[src/rtl/raster_pkg.sv]
package raster_pkg;
  localparam int NUM_FLAGS   = 6;
  localparam int IDX_HSYNC   = 0;
  localparam int IDX_HBLANK  = 1;
  localparam int IDX_HBORDER = 2;
  localparam int IDX_BURST   = 3;
  localparam int IDX_VSYNC   = 4;
  localparam int IDX_VBLANK  = 5;
  // Flags with index >= FIRST_VERT decode on the vertical count
  localparam int FIRST_VERT  = IDX_VSYNC;
  // Value each flag takes in reset: both sync flags set, rest clear
  localparam logic [NUM_FLAGS-1:0] FLAG_RESET = 6'b010001;

  // Strobes from the decode (control) side to the datapath
  typedef struct packed {
    logic                 hWrap;
    logic                 vWrap;
    logic [NUM_FLAGS-1:0] setHit;
    logic [NUM_FLAGS-1:0] clrHit;
    logic                 lineHit;
    logic                 reprocHit;
    logic                 tickHit;
  } decodeT;
endpackage

[src/rtl/rtg_decode.sv]
module rtg_decode import raster_pkg::*; #(
  parameter int H_BITS     = 9,
  parameter int V_BITS     = 9,
  parameter int H_WRAP     = 452,
  parameter int V_WRAP     = 262,
  parameter int HS_SET     = 0,
  parameter int HS_CLR     = 66,
  parameter int HB_SET     = 440,
  parameter int HB_CLR     = 68,
  parameter int HD_SET     = 413,
  parameter int HD_CLR     = 93,
  parameter int BU_SET     = 38,
  parameter int BU_CLR     = 56,
  parameter int VS_SET     = 0,
  parameter int VS_CLR     = 3,
  parameter int VB_SET     = 258,
  parameter int VB_CLR     = 16,
  parameter int LINE_POS   = 412,
  parameter int REPROC_POS = 418,
  parameter int TICK_BITS  = 4,
  parameter int TICK_PHASE = 11
) (
  input  logic [H_BITS-1:0] hCount,
  input  logic [V_BITS-1:0] vCount,
  output decodeT            dec
);
  localparam int SET_POS [NUM_FLAGS] = '{HS_SET, HB_SET, HD_SET, BU_SET, VS_SET, VB_SET};
  localparam int CLR_POS [NUM_FLAGS] = '{HS_CLR, HB_CLR, HD_CLR, BU_CLR, VS_CLR, VB_CLR};

  logic                 hWrapHit;
  logic [NUM_FLAGS-1:0] setVec;
  logic [NUM_FLAGS-1:0] clrVec;

  assign hWrapHit = (hCount == H_BITS'(H_WRAP));

  for (genvar g = 0; g < NUM_FLAGS; g++) begin : gFlagDec
    if (g >= FIRST_VERT) begin : gVert
      // vertical decodes only count on the last dot of a line
      assign setVec[g] = hWrapHit && (vCount == V_BITS'(SET_POS[g]));
      assign clrVec[g] = hWrapHit && (vCount == V_BITS'(CLR_POS[g]));
    end else begin : gHorz
      assign setVec[g] = (hCount == H_BITS'(SET_POS[g]));
      assign clrVec[g] = (hCount == H_BITS'(CLR_POS[g]));
    end
  end

  always_comb begin
    dec.hWrap     = hWrapHit;
    dec.vWrap     = (vCount == V_BITS'(V_WRAP));
    dec.setHit    = setVec;
    dec.clrHit    = clrVec;
    dec.lineHit   = (hCount == H_BITS'(LINE_POS));
    dec.reprocHit = (hCount == H_BITS'(REPROC_POS));
    dec.tickHit   = (hCount[TICK_BITS-1:0] == TICK_BITS'(TICK_PHASE));
  end
endmodule

[src/rtl/rtg_datapath.sv]
module rtg_datapath import raster_pkg::*; #(
  parameter int H_BITS = 9,
  parameter int V_BITS = 9
) (
  input  logic                 clk,
  input  logic                 rst,
  input  logic                 pixEn,
  input  decodeT               dec,
  output logic [H_BITS-1:0]    hCount,
  output logic [V_BITS-1:0]    vCount,
  output logic [NUM_FLAGS-1:0] flags,
  output logic                 lineStrobe,
  output logic                 reprocStrobe,
  output logic                 tickStrobe
);
  logic stepOk;
  assign stepOk = pixEn && !rst;

  always_ff @(posedge clk) begin
    if (rst) begin
      hCount <= '0;
      vCount <= '0;
    end else if (pixEn) begin
      if (dec.hWrap) begin
        hCount <= '0;
        vCount <= dec.vWrap ? '0 : vCount + 1'b1;
      end else begin
        hCount <= hCount + 1'b1;
      end
    end
  end

  for (genvar g = 0; g < NUM_FLAGS; g++) begin : gFlag
    always_ff @(posedge clk) begin
      if (rst)                 flags[g] <= FLAG_RESET[g];
      else if (pixEn) begin
        if (dec.setHit[g])      flags[g] <= 1'b1;  // set wins a tie
        else if (dec.clrHit[g]) flags[g] <= 1'b0;
      end
    end
  end

  assign lineStrobe   = stepOk && dec.lineHit;
  assign reprocStrobe = stepOk && dec.reprocHit;
  assign tickStrobe   = stepOk && dec.tickHit;
endmodule

[src/rtl/raster_timing_gen.sv]
module raster_timing_gen import raster_pkg::*; #(
  parameter int H_BITS     = 9,
  parameter int V_BITS     = 9,
  parameter int H_WRAP     = 452,
  parameter int V_WRAP     = 262,
  parameter int HS_SET     = 0,
  parameter int HS_CLR     = 66,
  parameter int HB_SET     = 440,
  parameter int HB_CLR     = 68,
  parameter int HD_SET     = 413,
  parameter int HD_CLR     = 93,
  parameter int BU_SET     = 38,
  parameter int BU_CLR     = 56,
  parameter int VS_SET     = 0,
  parameter int VS_CLR     = 3,
  parameter int VB_SET     = 258,
  parameter int VB_CLR     = 16,
  parameter int LINE_POS   = 412,
  parameter int REPROC_POS = 418,
  parameter int TICK_BITS  = 4,
  parameter int TICK_PHASE = 11
) (
  input  logic              clk,
  input  logic              rst,
  input  logic              pixEn,
  output logic [H_BITS-1:0] hCount,
  output logic [V_BITS-1:0] vCount,
  output logic              hSync,
  output logic              hBlank,
  output logic              hBorder,
  output logic              burstGate,
  output logic              vSync,
  output logic              vBlank,
  output logic              lineStrobe,
  output logic              reprocStrobe,
  output logic              tickStrobe
);
  decodeT               dec;
  logic [NUM_FLAGS-1:0] flags;

  rtg_decode #(
    .H_BITS(H_BITS), .V_BITS(V_BITS), .H_WRAP(H_WRAP), .V_WRAP(V_WRAP),
    .HS_SET(HS_SET), .HS_CLR(HS_CLR), .HB_SET(HB_SET), .HB_CLR(HB_CLR),
    .HD_SET(HD_SET), .HD_CLR(HD_CLR), .BU_SET(BU_SET), .BU_CLR(BU_CLR),
    .VS_SET(VS_SET), .VS_CLR(VS_CLR), .VB_SET(VB_SET), .VB_CLR(VB_CLR),
    .LINE_POS(LINE_POS), .REPROC_POS(REPROC_POS),
    .TICK_BITS(TICK_BITS), .TICK_PHASE(TICK_PHASE)
  ) uDecode (
    .hCount(hCount),
    .vCount(vCount),
    .dec   (dec)
  );

  rtg_datapath #(.H_BITS(H_BITS), .V_BITS(V_BITS)) uPath (
    .clk         (clk),
    .rst         (rst),
    .pixEn       (pixEn),
    .dec         (dec),
    .hCount      (hCount),
    .vCount      (vCount),
    .flags       (flags),
    .lineStrobe  (lineStrobe),
    .reprocStrobe(reprocStrobe),
    .tickStrobe  (tickStrobe)
  );

  assign hSync     = flags[IDX_HSYNC];
  assign hBlank    = flags[IDX_HBLANK];
  assign hBorder   = flags[IDX_HBORDER];
  assign burstGate = flags[IDX_BURST];
  assign vSync     = flags[IDX_VSYNC];
  assign vBlank    = flags[IDX_VBLANK];
endmodule

[config.mk]
export PLATFORM = sky130hd
export DESIGN_NAME = raster_timing_gen
export DESIGN_NICKNAME = d
export VERILOG_FILES = /design/src/rtl/raster_pkg.sv /design/src/rtl/rtg_decode.sv /design/src/rtl/rtg_datapath.sv /design/src/rtl/raster_timing_gen.sv
export SDC_FILE = /design/constraint.sdc
export NUM_CORES = 1
export LEC_CHECK = 0
export BUFFER_PORTS_ARGS = -buffer_cell sky130_fd_sc_hd__clkbuf_2
export CORE_ASPECT_RATIO = 1.75
export CORE_UTILIZATION = 40
export CTS_CLUSTER_SIZE = 28
export DETAILED_ROUTE_END_ITERATION = 16
export GPL_ROUTABILITY_DRIVEN = 1
export PLACE_DENSITY = 0.65
export SYNTH_ARGS = -nofsm -noshare
export SYNTH_HDL_FRONTEND = slang
export SYNTH_SLANG_ARGS = --single-unit
[constraint.sdc]
create_clock -name clk -period 2.8 [get_ports clk]
set_input_delay 0.42 -clock clk [delete_from_list [all_inputs] [get_ports clk]]
set_output_delay 0.42 -clock clk [all_outputs]
set_load 0.05 [all_outputs]
# == After elaboration in Yosys (flattened, before gate mapping) ==
# Index checks and enable logic that the tools add are counted.
# Widths: inputs -> output; s select.
# word_totals
register_bits,24
output_inout_bits,27
elab_cells,63
# op_classes
add_sub_neg,2
n_eq_ne,15
n_mux,14
reduce_logical,24
# ops
op,count
$eq 9x9->1 const B,7
$eq 9x7->1 const B,3
$add 9x1->9 const B,2
$eq 9x6->1 const B,2
$logic_not 9->1,2
$mux 9,2
$reduce_and 2->1,7
$mux 1,12
$reduce_bool 2->1,6
$eq 9x2->1 const B,1
$eq 9x5->1 const B,1
$logic_and 1x1->1,8
$eq 4x4->1 const B,1
$logic_not 1->1,1

# == Longest topological paths before layout ==
# Gate-level depths: netlist of the first run.
# logic_depth
ltp_word,4
mapped_depth,6
ltp_nobuf,6

# == Cells and area by module ==
# A second synthesis of the first run with hierarchy kept.
# hier_totals
cells_unflattened,167
hier_area_um2,1323.8
# by_module_without_submodules
mod,instances,cells_each,area_each_um2
rtg_datapath,1,122,1059.8
rtg_decode,1,45,264.0

# == Worst setup path after synthesis of the first run ==
# Ideal clock, no wire load.
# synth_timing
kind,register to output
startpoint,reg uPath.hCount[8]
endpoint,out lineStrobe
arrival_time_ns,2.639
required_ns,2.380
path_slack_ns,-0.259
stages_incl_launch_ff,4
path_buffers,0
cell_sequence,dfxtp_1 -> and3_1 -> nand3_1 -> nor4_1
# synth_via
elab_chain_cells,2
# synth_lines
element,line_no,text
"start, declared",rtg_datapath.sv:9,"output logic [H_BITS-1:0] hCount,"
"start signal, assigned",rtg_datapath.sv:28,hCount <= hCount + 1'b1;
$eq 9x9->1,rtg_decode.sv:52,dec.lineHit = (hCount == H_BITS'(LINE_POS));
$logic_and 1x1->1,rtg_datapath.sv:43,assign lineStrobe = stepOk && dec.lineHit;
"end, declared",raster_timing_gen.sv:34,"output logic lineStrobe,"
# No other way between the ends.

# == Worst setup path after layout of the first run ==
# layout_timing
startpoint,reg uPath.hCount[0]
endpoint,out lineStrobe
# Same word-level chain as after synthesis.

==> metrics.txt, run 1 <==
# diodes=0; # DRC=0; Top cell by count, worst path=inv_1; Sequential Area=between 400 and 500 um^2; P_sw=about 0.15 mW; most frequent cell after synthesis=dfxtp_1; R2R Setup Slk=~0.84 ns; Final WS setup=0.618 ns; RR Endpoint=uPath.vCount[3]; area taken by multi-input logic gates=~800 um^2; critical path type=flop to output port; status=complete, no violations; sequential share of the synthesized area=0.348; routability cong.=0.836; drt pass-1 iters=4; post-cts hold buffer count=0; Final setup viols=0; Placeable Area=3210 um^2; Yosys warning total=0; CP Launch Type=flop; WL per Instance=~15 um; CTS buffer count=3; Max Freq=0.458 GHz; Worst path slowest cell=dfxtp_1; critical path arrival=about 1.8 ns; top cells by count, synth=dfxtp_1 (24), inv_1 (14), nand3_1 (12), nor3_1 (12), a21oi_1 (10); Overflow after GRT=0; detailed placement HPWL=approximately 2600 um; vias in the first global route=1,201; Syn-to-layout area delta=17.7%; initial core utilization=0.430; Via density=5.74; CTS tree=yes; initial antenna violation count=0; EDFF count, synth=0; Synth top area share=0.348; die width=approximately 46 um; maximum vdd ir drop=roughly 0.36 mV; hold_sp=uPath.flags[3]; die area=3700 um^2; LEAKAGE=between 0.5 and 0.6 nW; top cells by area, synth=dfxtp_1 (35%), ha_1 (6.3%), nand3_1 (4.3%), nor3_1 (4.3%), inv_1 (3.8%); Pint=~0.55 mW; clk sink count=24; # H-tree levels=1; IO Count=30; Skew-Pair Late Insertion Delay=0.26 ns; skew final=around 0.0035 ns; Setup Buffers After CTS=0; clk root buf=clkbuf_8; register share of total power=0.500; pre-CTS WS=approximately 0.73 ns; Hold Vio Cnt, Final=0; Worst Tran Pin Value=0.456 ns; Comb power frac=0.070; row count=27; first-pass GRT wire length=5470 um; NumNets Final=between 150 and 200; CP required=2.38 ns; Sw Share=0.218; CTS Buffer Depth=2; Post-CTS Resized=0; Worst slew margin=0.693; worst r2r path cells=4; setup_tns=0 ns; CP Max Fanout=7; Worst setup EP type=output port; Port Buffers=29; Mapped Avg Cell Area=8.42 um^2; fill cell count=around 320; crit share post-route=0.779; RSZ-0062 raised after global routing=no; crit-path leading delay family=buffers and inverters; ratio of cells with drive above 1 in the final layout=0.223; synthesized cell area=1380 um^2; post-synthesis net count=174; Antenna Nets Post-Route=0; Post-Syn Instances=about 160; largest net degree at the start of global routing=25; Worst path max stage delay=around 0.4 ns; worst setup path start=uPath.hCount[0]; violation count after the first detailed-route iteration=38; WP buf/inv=3; clock network power share=0.430; clk slew on worst S/H paths=roughly 0.090 ns; crit-path cells=inv_1 > ha_1 > inv_1 > nor4_2 > clkbuf_2; Critical Path Stages=5; Pwr Total=roughly 0.7 mW; largest area contributor in the netlist=dfxtp_1; Max Cap Viol=0; Hold Path Class=flop to flop; die outline height=79.7 um; Tot GR Track Use=0.199; Top FF cell, synth=dfxtp_1; Post-Route WL=between 3000 and 4000 um; vias post-DR=between 1,000 and 1,500; Max Slew Vio Count=0; Final min period=2.18 ns; Yosys reg bits=24; FF-to-FF Start=uPath.hCount[2]; Worst setup endpoint=lineStrobe; Yosys cell types=42; Pwr per Cell Area=roughly 430 nW/um^2; Post-synth ARST share=0
==> per-layer routing <==
metal  wire length, um  track usage  part of all wire  up-vias
met5                 0            0                 0        -
met4                27       0.0765            0.0080        0
met3               103       0.0204             0.030        2
met2              1910        0.363              0.56       33
met1              1340        0.220              0.40      644
li1                  -            -                 -      648
==> power by group through the flow <==
stage | logic (mW) | registers (mW) | clock network [mW]
2_1_floorplan | 0.0279 | 0.368 | 0
3_3_place_gp | 0.0495 | 0.359 | 0
3_5_place_dp | 0.0498 | 0.359 | 0
4_1_cts | 0.0500 | 0.351 | 0.311
5_1_grt | 0.0544 | 0.352 | 0.324
6_report | 0.0494 | 0.351 | 0.302
==> sequential cells by signal, indices dropped and copies added, names as in the netlist <==
signal,cells
uPath.vCount,9
uPath.flags,6
uPath.hCount,9
==> logic make-up after synthesis <==
family | Yosys count | synth area share
AND/OR/NAND/NOR | 71 | 0.326
AO/OA/AOI/OAI | 30 | 0.140
buffers and inverters | 24 | 0.0716
flip-flops | 24 | 0.348
XOR/XNOR | 7 | 0.0444
adder cells (fa/ha/maj) | 7 | 0.0634
multiplexers | 1 | 0.00725
==> stage by stage <==
| stage | hold slack, ns | utilization | std cells | cell area [um^2] |
|---|---|---|---|---|
| final | 0.477 | 0.506 | 231 | 1630 |
| after global routing | 0.516 | 0.506 | 231 | 1630 |
| after CTS | 0.485 | 0.506 | 231 | 1630 |
| after detailed placement | 0.472 | 0.484 | 227 | 1550 |
| after global placement | 0.468 | 0.484 | 227 | 1550 |
| after floorplan | 0.607 | - | 164 | 1390 |
==> layout by cell type, fill, tap and decap left out, drive strengths merged, types with 2 or more instances in the layout <==
cell,count
clkbuf,32
dfxtp,24
inv,14
nand3,12
nor3,12
a21oi,10
nand2,9
nand4,8
ha,7
o21ai,6
xnor2,5
or3,5
nor2,4
o211ai,4
nor4,3
o31ai,3
or4,3
xor2,2
o32ai,2
nor3b,2
nand4b,2
o41ai,2
nand2b,2
==> worst min-delay path: cells and delay by family (launching register included) <==
family | cells | cell delay [ns]
AOI/OAI and AO/OA | 2 | 0.12
DFF | 1 | 0.32
==> cell type report <==
cell class	instances	share of cell area
inverters	14	0.0323
clock buffers	3	0.0254
flip-flops and latches	24	0.296
clock inverters	1	0.0185
multi-input cells	116	0.501
well taps	43	0.0331
repair buffers	30	0.0939
==> worst min path at each step <==
stage / to / cells after the start
after floorplan: uPath.vCount[8] / 2
final: uPath.flags[3] / 2
after global routing: uPath.flags[1] / 2
after detailed placement: uPath.flags[3] / 2
after CTS: uPath.flags[3] / 2
after global placement: uPath.flags[3] / 2
Power figures use the tool's default switching activity.
==> inputs of run 2 (changes only) <==
ABC_AREA = 1   (was default)
PLACE_DENSITY = 0.67   (was 0.65)
clock period = 1.8 ns   (was 2.8 ns; I/O delays follow)
==> run 2 against run 1 <==
Against the previous run: utilization increased by 1.2 points; highest routed layer unchanged; clock skew about the same; critical endpoint is now reprocStrobe; combinational power increased by 60%; largest cell class unchanged.
==> metrics.txt, run 2 <==
status=complete, no violations (unchanged); CTS tree=yes (unchanged); # diodes=0 (unchanged); critical path type=flop to output port (unchanged); WL per Instance=12.5 um (was 14.6 um); skew final=0.00346 ns (was 0.00353 ns); Post-Place Cells=285 (was 227); Hold Path Class=input pin to flop (was flop to flop); GRT met2 Usage=0.397 (was 0.363); most frequent cell after synthesis=nand2_1 (was dfxtp_1); Post-Route WL=3660 um (was 3380 um); synthesized cell area=1490 um^2 (was 1380 um^2); hold_sp=pixEn (was uPath.flags[3]); Antenna Nets Post-Route=0 (unchanged); Port Buffers=29 (unchanged); setup_tns=0 ns (unchanged); clk sink count=24 (unchanged); CP Max Fanout=5 (was 7); Worst Tran Pin Value=0.322 ns (was 0.456 ns); Syn-to-layout area delta=25.0% (was 17.7%); FF-to-FF Start=uPath.hCount[0] (was uPath.hCount[2]); largest area contributor in the netlist=dfxtp_1 (unchanged); maximum vdd ir drop=0.447 mV (was 0.363 mV); IO Count=30 (unchanged); Overflow after GRT=0 (unchanged); detailed placement HPWL=2890 um (was 2600 um); CP Launch Type=flop (unchanged); met1 Use GR=0.195 (was 0.220); clk root buf=clkbuf_8 (unchanged); pre-CTS WS=0.157 ns (was 0.732 ns); routability cong.=0.836 (about the same); area of placed instances=1770 um^2 (was 1550 um^2); Yosys cell types=38 (was 42); Final min period=1.77 ns; row count=29 (was 27); Max Slew Vio Count=0 (unchanged); CTS buffer count=3 (unchanged); NumNets Final=258 (was 199); RSZ-0062 raised after global routing=yes (was no); post-synthesis net count=219 (was 174); worst r2r path cells=8 (was 4); Pwr per Cell Area=508 nW/um^2 (was 432 nW/um^2); RR Endpoint=uPath.vCount[3] (unchanged); CP required=1.53 ns (was 2.38 ns); crit share post-route=0.981; Top FF cell, synth=dfxtp_1 (unchanged); # H-tree levels=1 (unchanged); initial antenna violation count=0 (unchanged); CTS Buffer Depth=2 (unchanged); Yosys reg bits=24 (unchanged); GR peak layer=met2 (unchanged); Worst slew margin=0.785 (was 0.693); most common cell after layout, fill and taps aside=nand2_1 (was clkbuf_2); die area=3980 um^2 (was 3700 um^2); Synth top area share=0.322 (was 0.348); Worst setup EP type=output port (unchanged); top cells by count, synth=nand2_1 (42), inv_1 (26), dfxtp_1 (24), nor2_1 (24), nand3_1 (14) (was dfxtp_1 (24), inv_1 (14), nand3_1 (12), nor3_1 (12), a21oi_1 (10)); most frequent cells in the layout=nand2_1 (41), clkbuf_2 (27), inv_1 (25) (was clkbuf_2 (29), dfxtp_1 (24), inv_1 (14)); Post-Layout Cell Count=293 (was 231); Max Freq=0.566 GHz; worst hold path cell count=3 (was 2); Largest regs=uPath.hCount: 9 flops, uPath.vCount: 9 flops, uPath.flags: 6 flops (unchanged); Max Cap Viol=0 (unchanged); LEAKAGE=0.854 nW (was 0.593 nW); violation count after the first detailed-route iteration=24 (was 38); met3 usage=0.0261 (was 0.0204); vias in the first global route=1,406 (was 1,201); first-pass GRT wire length=5910 um (was 5470 um); Post-Syn Instances=209 (was 164); largest net degree at the start of global routing=14 (was 25); Tot GR Track Use=0.209 (was 0.199); hold path endpoint=uPath.hCount[0] (was uPath.flags[3]); EDFF count, synth=0 (unchanged); Post-synth ARST share=0 (unchanged); Pwr Total=0.947 mW (was 0.702 mW); sequential share of the synthesized area=0.322 (was 0.348); clk slew on worst S/H paths=0.08 ns (was 0.09 ns); Mapped Avg Cell Area=7.13 um^2 (was 8.42 um^2); vias post-DR=1,455 (was 1,327); critical path arrival=1.50 ns (was 1.76 ns); initial core utilization=0.415 (was 0.430); die outline height=82.7 um (was 79.7 um); drt pass-1 iters=4 (unchanged); Via density=4.97 (was 5.74); ratio of cells with drive above 1 in the final layout=0.304 (was 0.223); Final Util=0.519 (was 0.506); # DRC=0 (unchanged); Final setup viols=0 (unchanged); Final WS setup=0.0333 ns (was 0.618 ns); final hold slack=0.328 ns (was 0.477 ns); design area=1860 um^2 (was 1630 um^2); Placeable Area=3590 um^2 (was 3210 um^2); die width=48.1 um (was 46.4 um); top cells by area, synth=dfxtp_1 (32%), nand2_1 (11%), inv_1 (6.5%), nor2_1 (6.0%), ha_1 (5.9%) (was dfxtp_1 (35%), ha_1 (6.3%), nand3_1 (4.3%), nor3_1 (4.3%), inv_1 (3.8%)); R2R Setup Slk=0.21 ns (was 0.84 ns); Yosys warning total=0 (unchanged); Hold Vio Cnt, Final=0 (unchanged); Skew-Pair Late Insertion Delay=0.26 ns (about the same)
run 2: layout make-up:
class | instances | area (um^2)
multi-input combinational | 149 | 910
sequential | 24 | 493
inverter | 32 | 124
tap | 46 | 57.6
timing repair buffer | 38 | 234
clock buffer | 4 | 45.0
fill | 379 | 1730
run 2: power breakdown:
part | switching [mW] | total [mW] | internal, mW
sequential | 0.00654 | 0.540 | 0.534
clock | 0.170 | 0.328 | 0.158
combinational | 0.0581 | 0.0791 | 0.0210
run 2: worst max-delay path by stage:
stage                         endpoint  cells after the start       startpoint
final                     reprocStrobe                      5  uPath.hCount[6]
after global routing      reprocStrobe                      6  uPath.hCount[8]
after CTS                 reprocStrobe                      5  uPath.hCount[0]
after detailed placement    lineStrobe                      6            pixEn
after global placement      lineStrobe                      6            pixEn
after floorplan             lineStrobe                      3  uPath.hCount[4]
run 2: worst max-delay path, stage by stage (launching register included):
cell and delay [ns]:
dfxtp_2 0.37, inv_2 0.09, nand4_1 0.12, buf_4 0.18, nor4_4 0.30, buf_12 0.18
run 2: repair_timing:
item | CTS | global route
gates resized for setup | 4 | 4
buffers inserted | 1 | 3
endpoints found under the hold margin | 0 | 0
pin swaps | 0 | 1
endpoints found under the setup margin | 2 | 2
hold buffers | 0 | 0
gates cloned | 0 | 0
run 2: routing by layer:
| layer | wire (um) | up-vias |
|---|---|---|
| met5 | 0 | - |
| met4 | 148 | 0 |
| met3 | 94 | 14 |
| met2 | 2050 | 40 |
| met1 | 1370 | 653 |
| li1 | - | 748 |
run 2: kinds of logic after synthesis:
group | after synthesis | synth area share
and+or+nand+nor | 113 | 0.396
buffers and inverters | 36 | 0.0999
xor gates and xnor gates | 5 | 0.0294
AOI/OAI and AO/OA | 24 | 0.0932
DFF | 24 | 0.322
adders and majority gates | 7 | 0.0588
==> inputs of run 3 (changes only) <==
CORE_UTILIZATION = 49   (was 40)
PLACE_DENSITY = 0.78   (was 0.67)
==> run 3 against run 2 <==
Against the previous run: combinational power is 6.2% higher; clock skew hardly changed; setup slack better by 0.030 ns; global-route usage is 3.0 points higher; first-iteration DRC count is 63% higher; non-clock buffer count is 1 lower; clock power is 15% higher; count of clock-buffer cells in the layout stayed put; critical path type unchanged; largest cell class unchanged.
==> metrics.txt, run 3 (synthesis gave the netlist of run 2 again) <==
status=complete, no violations (unchanged); Hold Path Class=input pin to flop (unchanged); critical path type=flop to output port (unchanged); CP Launch Type=flop (unchanged); vias in the first global route=1,345 (was 1,406); post-cts hold buffer count=0 (unchanged); Pwr per Cell Area=538 nW/um^2 (was 508 nW/um^2); design area=1860 um^2 (about the same); setup_tns=0 ns (unchanged); die width=43.7 um (was 48.1 um); clk sink count=24 (unchanged); Antenna Nets Post-Route=0 (unchanged); detailed placement HPWL=2790 um (was 2890 um); maximum vdd ir drop=0.475 mV (was 0.447 mV); Final min period=1.74 ns (was 1.77 ns); largest net degree at the start of global routing=14 (unchanged); die area=3270 um^2 (was 3980 um^2); RSZ-0062 raised after global routing=yes (unchanged); critical path arrival=1.47 ns (was 1.50 ns); most common cell after layout, fill and taps aside=nand2_1 (unchanged); crit share post-route=0.965 (was 0.981); first-pass GRT wire length=5730 um (was 5910 um); pre-CTS WS=0.193 ns (was 0.157 ns); crit-path cells=nor2_2 > nand2_2 > nor4_4 > buf_12 (was inv_2 > nand4_1 > buf_4 > nor4_4 > buf_12); Overflow after GRT=0 (unchanged); Port Buffers=29 (unchanged); LEAKAGE=0.850 nW (was 0.854 nW); most frequent cells in the layout=nand2_1 (40), clkbuf_2 (27), inv_1 (24) (was nand2_1 (41), clkbuf_2 (27), inv_1 (25)); CP Max Fanout=7 (was 5); CTS Buffer Depth=2 (unchanged); Via density=5.45 (was 4.97); Worst path slowest cell=dfxtp_2 (unchanged); NumNets Final=257 (was 258); initial antenna violation count=0 (unchanged); WL per Instance=12.9 um (was 12.5 um); # H-tree levels=1 (unchanged); fill cell count=275 (was 379); hold_sp=pixEn (unchanged); Hold Vio Cnt, Final=0 (unchanged); Placeable Area=2900 um^2 (was 3590 um^2); vias post-DR=1,493 (was 1,455); Worst slew margin=0.790 (was 0.785); clk slew on worst S/H paths=0.08 ns (about the same); Largest regs=uPath.hCount: 9 flops, uPath.vCount: 9 flops, uPath.flags: 6 flops (unchanged); Final Util=0.642 (was 0.519); clk root buf=clkbuf_8 (unchanged); area taken by multi-input logic gates=922 um^2 (was 910 um^2); CTS tree=yes (unchanged); Max Cap Viol=0 (unchanged); Worst Tran Pin Value=0.314 ns (was 0.322 ns); ratio of cells with drive above 1 in the final layout=0.317 (was 0.304); Worst path max stage delay=0.39 ns (was 0.37 ns); violation count after the first detailed-route iteration=39 (was 24); FF-to-FF Start=uPath.hCount[1] (was uPath.hCount[0]); Worst setup EP type=output port (unchanged); Tot GR Track Use=0.239 (was 0.209); initial core utilization=0.515 (was 0.415); die outline height=75.0 um (was 82.7 um); Pwr Total=1.00 mW (was 0.947 mW); CP required=1.53 ns (about the same); Sequential Area=497 um^2 (was 493 um^2); row count=26 (was 29); # DRC=0 (unchanged); IO Count=30 (unchanged); Skew-Pair Late Insertion Delay=0.27 ns (was 0.26 ns); Final WS setup=0.0632 ns (was 0.0333 ns); area of placed instances=1750 um^2 (was 1770 um^2); Post-Layout Cell Count=274 (was 293); Post-Route WL=3540 um (was 3660 um); skew final=0.00367 ns (was 0.00346 ns); drt pass-1 iters=4 (unchanged); Syn-to-layout area delta=24.8% (was 25.0%); Max Slew Vio Count=0 (unchanged); Post-Place Cells=267 (was 285); Max Freq=0.576 GHz (was 0.566 GHz); worst setup path start=uPath.hCount[2] (was uPath.hCount[6]); # diodes=0 (unchanged); routability cong.=0.901 (was 0.836); Final setup viols=0 (unchanged); CTS buffer count=3 (unchanged); final hold slack=0.314 ns (was 0.328 ns)
[run 3: final cells by class]
cell class                      instances  share of cell area
Multi-Input combinational cell        149               0.496
Sequential cell                        24               0.267
Timing Repair Buffer                   37               0.122
Inverter                               32              0.0666
Clock buffer                            4              0.0296
Tap cell                               28              0.0188
[run 3: what timing repair did]
item,CTS,global route
setup buffers,3,0
pin swaps,2,2
gates resized for setup,6,7
hold endpoints to repair,0,0
setup endpoints to repair,2,2
[run 3: path summary, 6_finish.rpt]
kind                          end  slack, ns  depth (start not counted)
setup / recovery     reprocStrobe       0.06                          4
hold reg to reg    uPath.flags[4]       0.47                          2
setup reg to reg  uPath.vCount[3]       0.21                          8
hold / removal    uPath.hCount[0]       0.31                          3
[run 3: critical path: cells and delay by family (launching register included)]
family | cells | cell delay (ns)
buf+inv | 1 | 0.18
flops | 1 | 0.39
simple gates | 3 | 0.63
[run 3: power by group]
| part | switching (mW) | leakage (nW) | internal (mW) |
|---|---|---|---|
| clock | 0.182 | 0.0288 | 0.196 |
| combinational | 0.0604 | 0.624 | 0.0236 |
| sequential | 0.00773 | 0.198 | 0.532 |
| total | 0.250 | 0.850 | 0.751 |
[run 3: routing by layer]
metal / wire [um] / GRT usage
met5: 0 / 0
met4: 184 / 0.167
met3: 113 / 0.0336
met2: 1930 / 0.448
met1: 1310 / 0.230
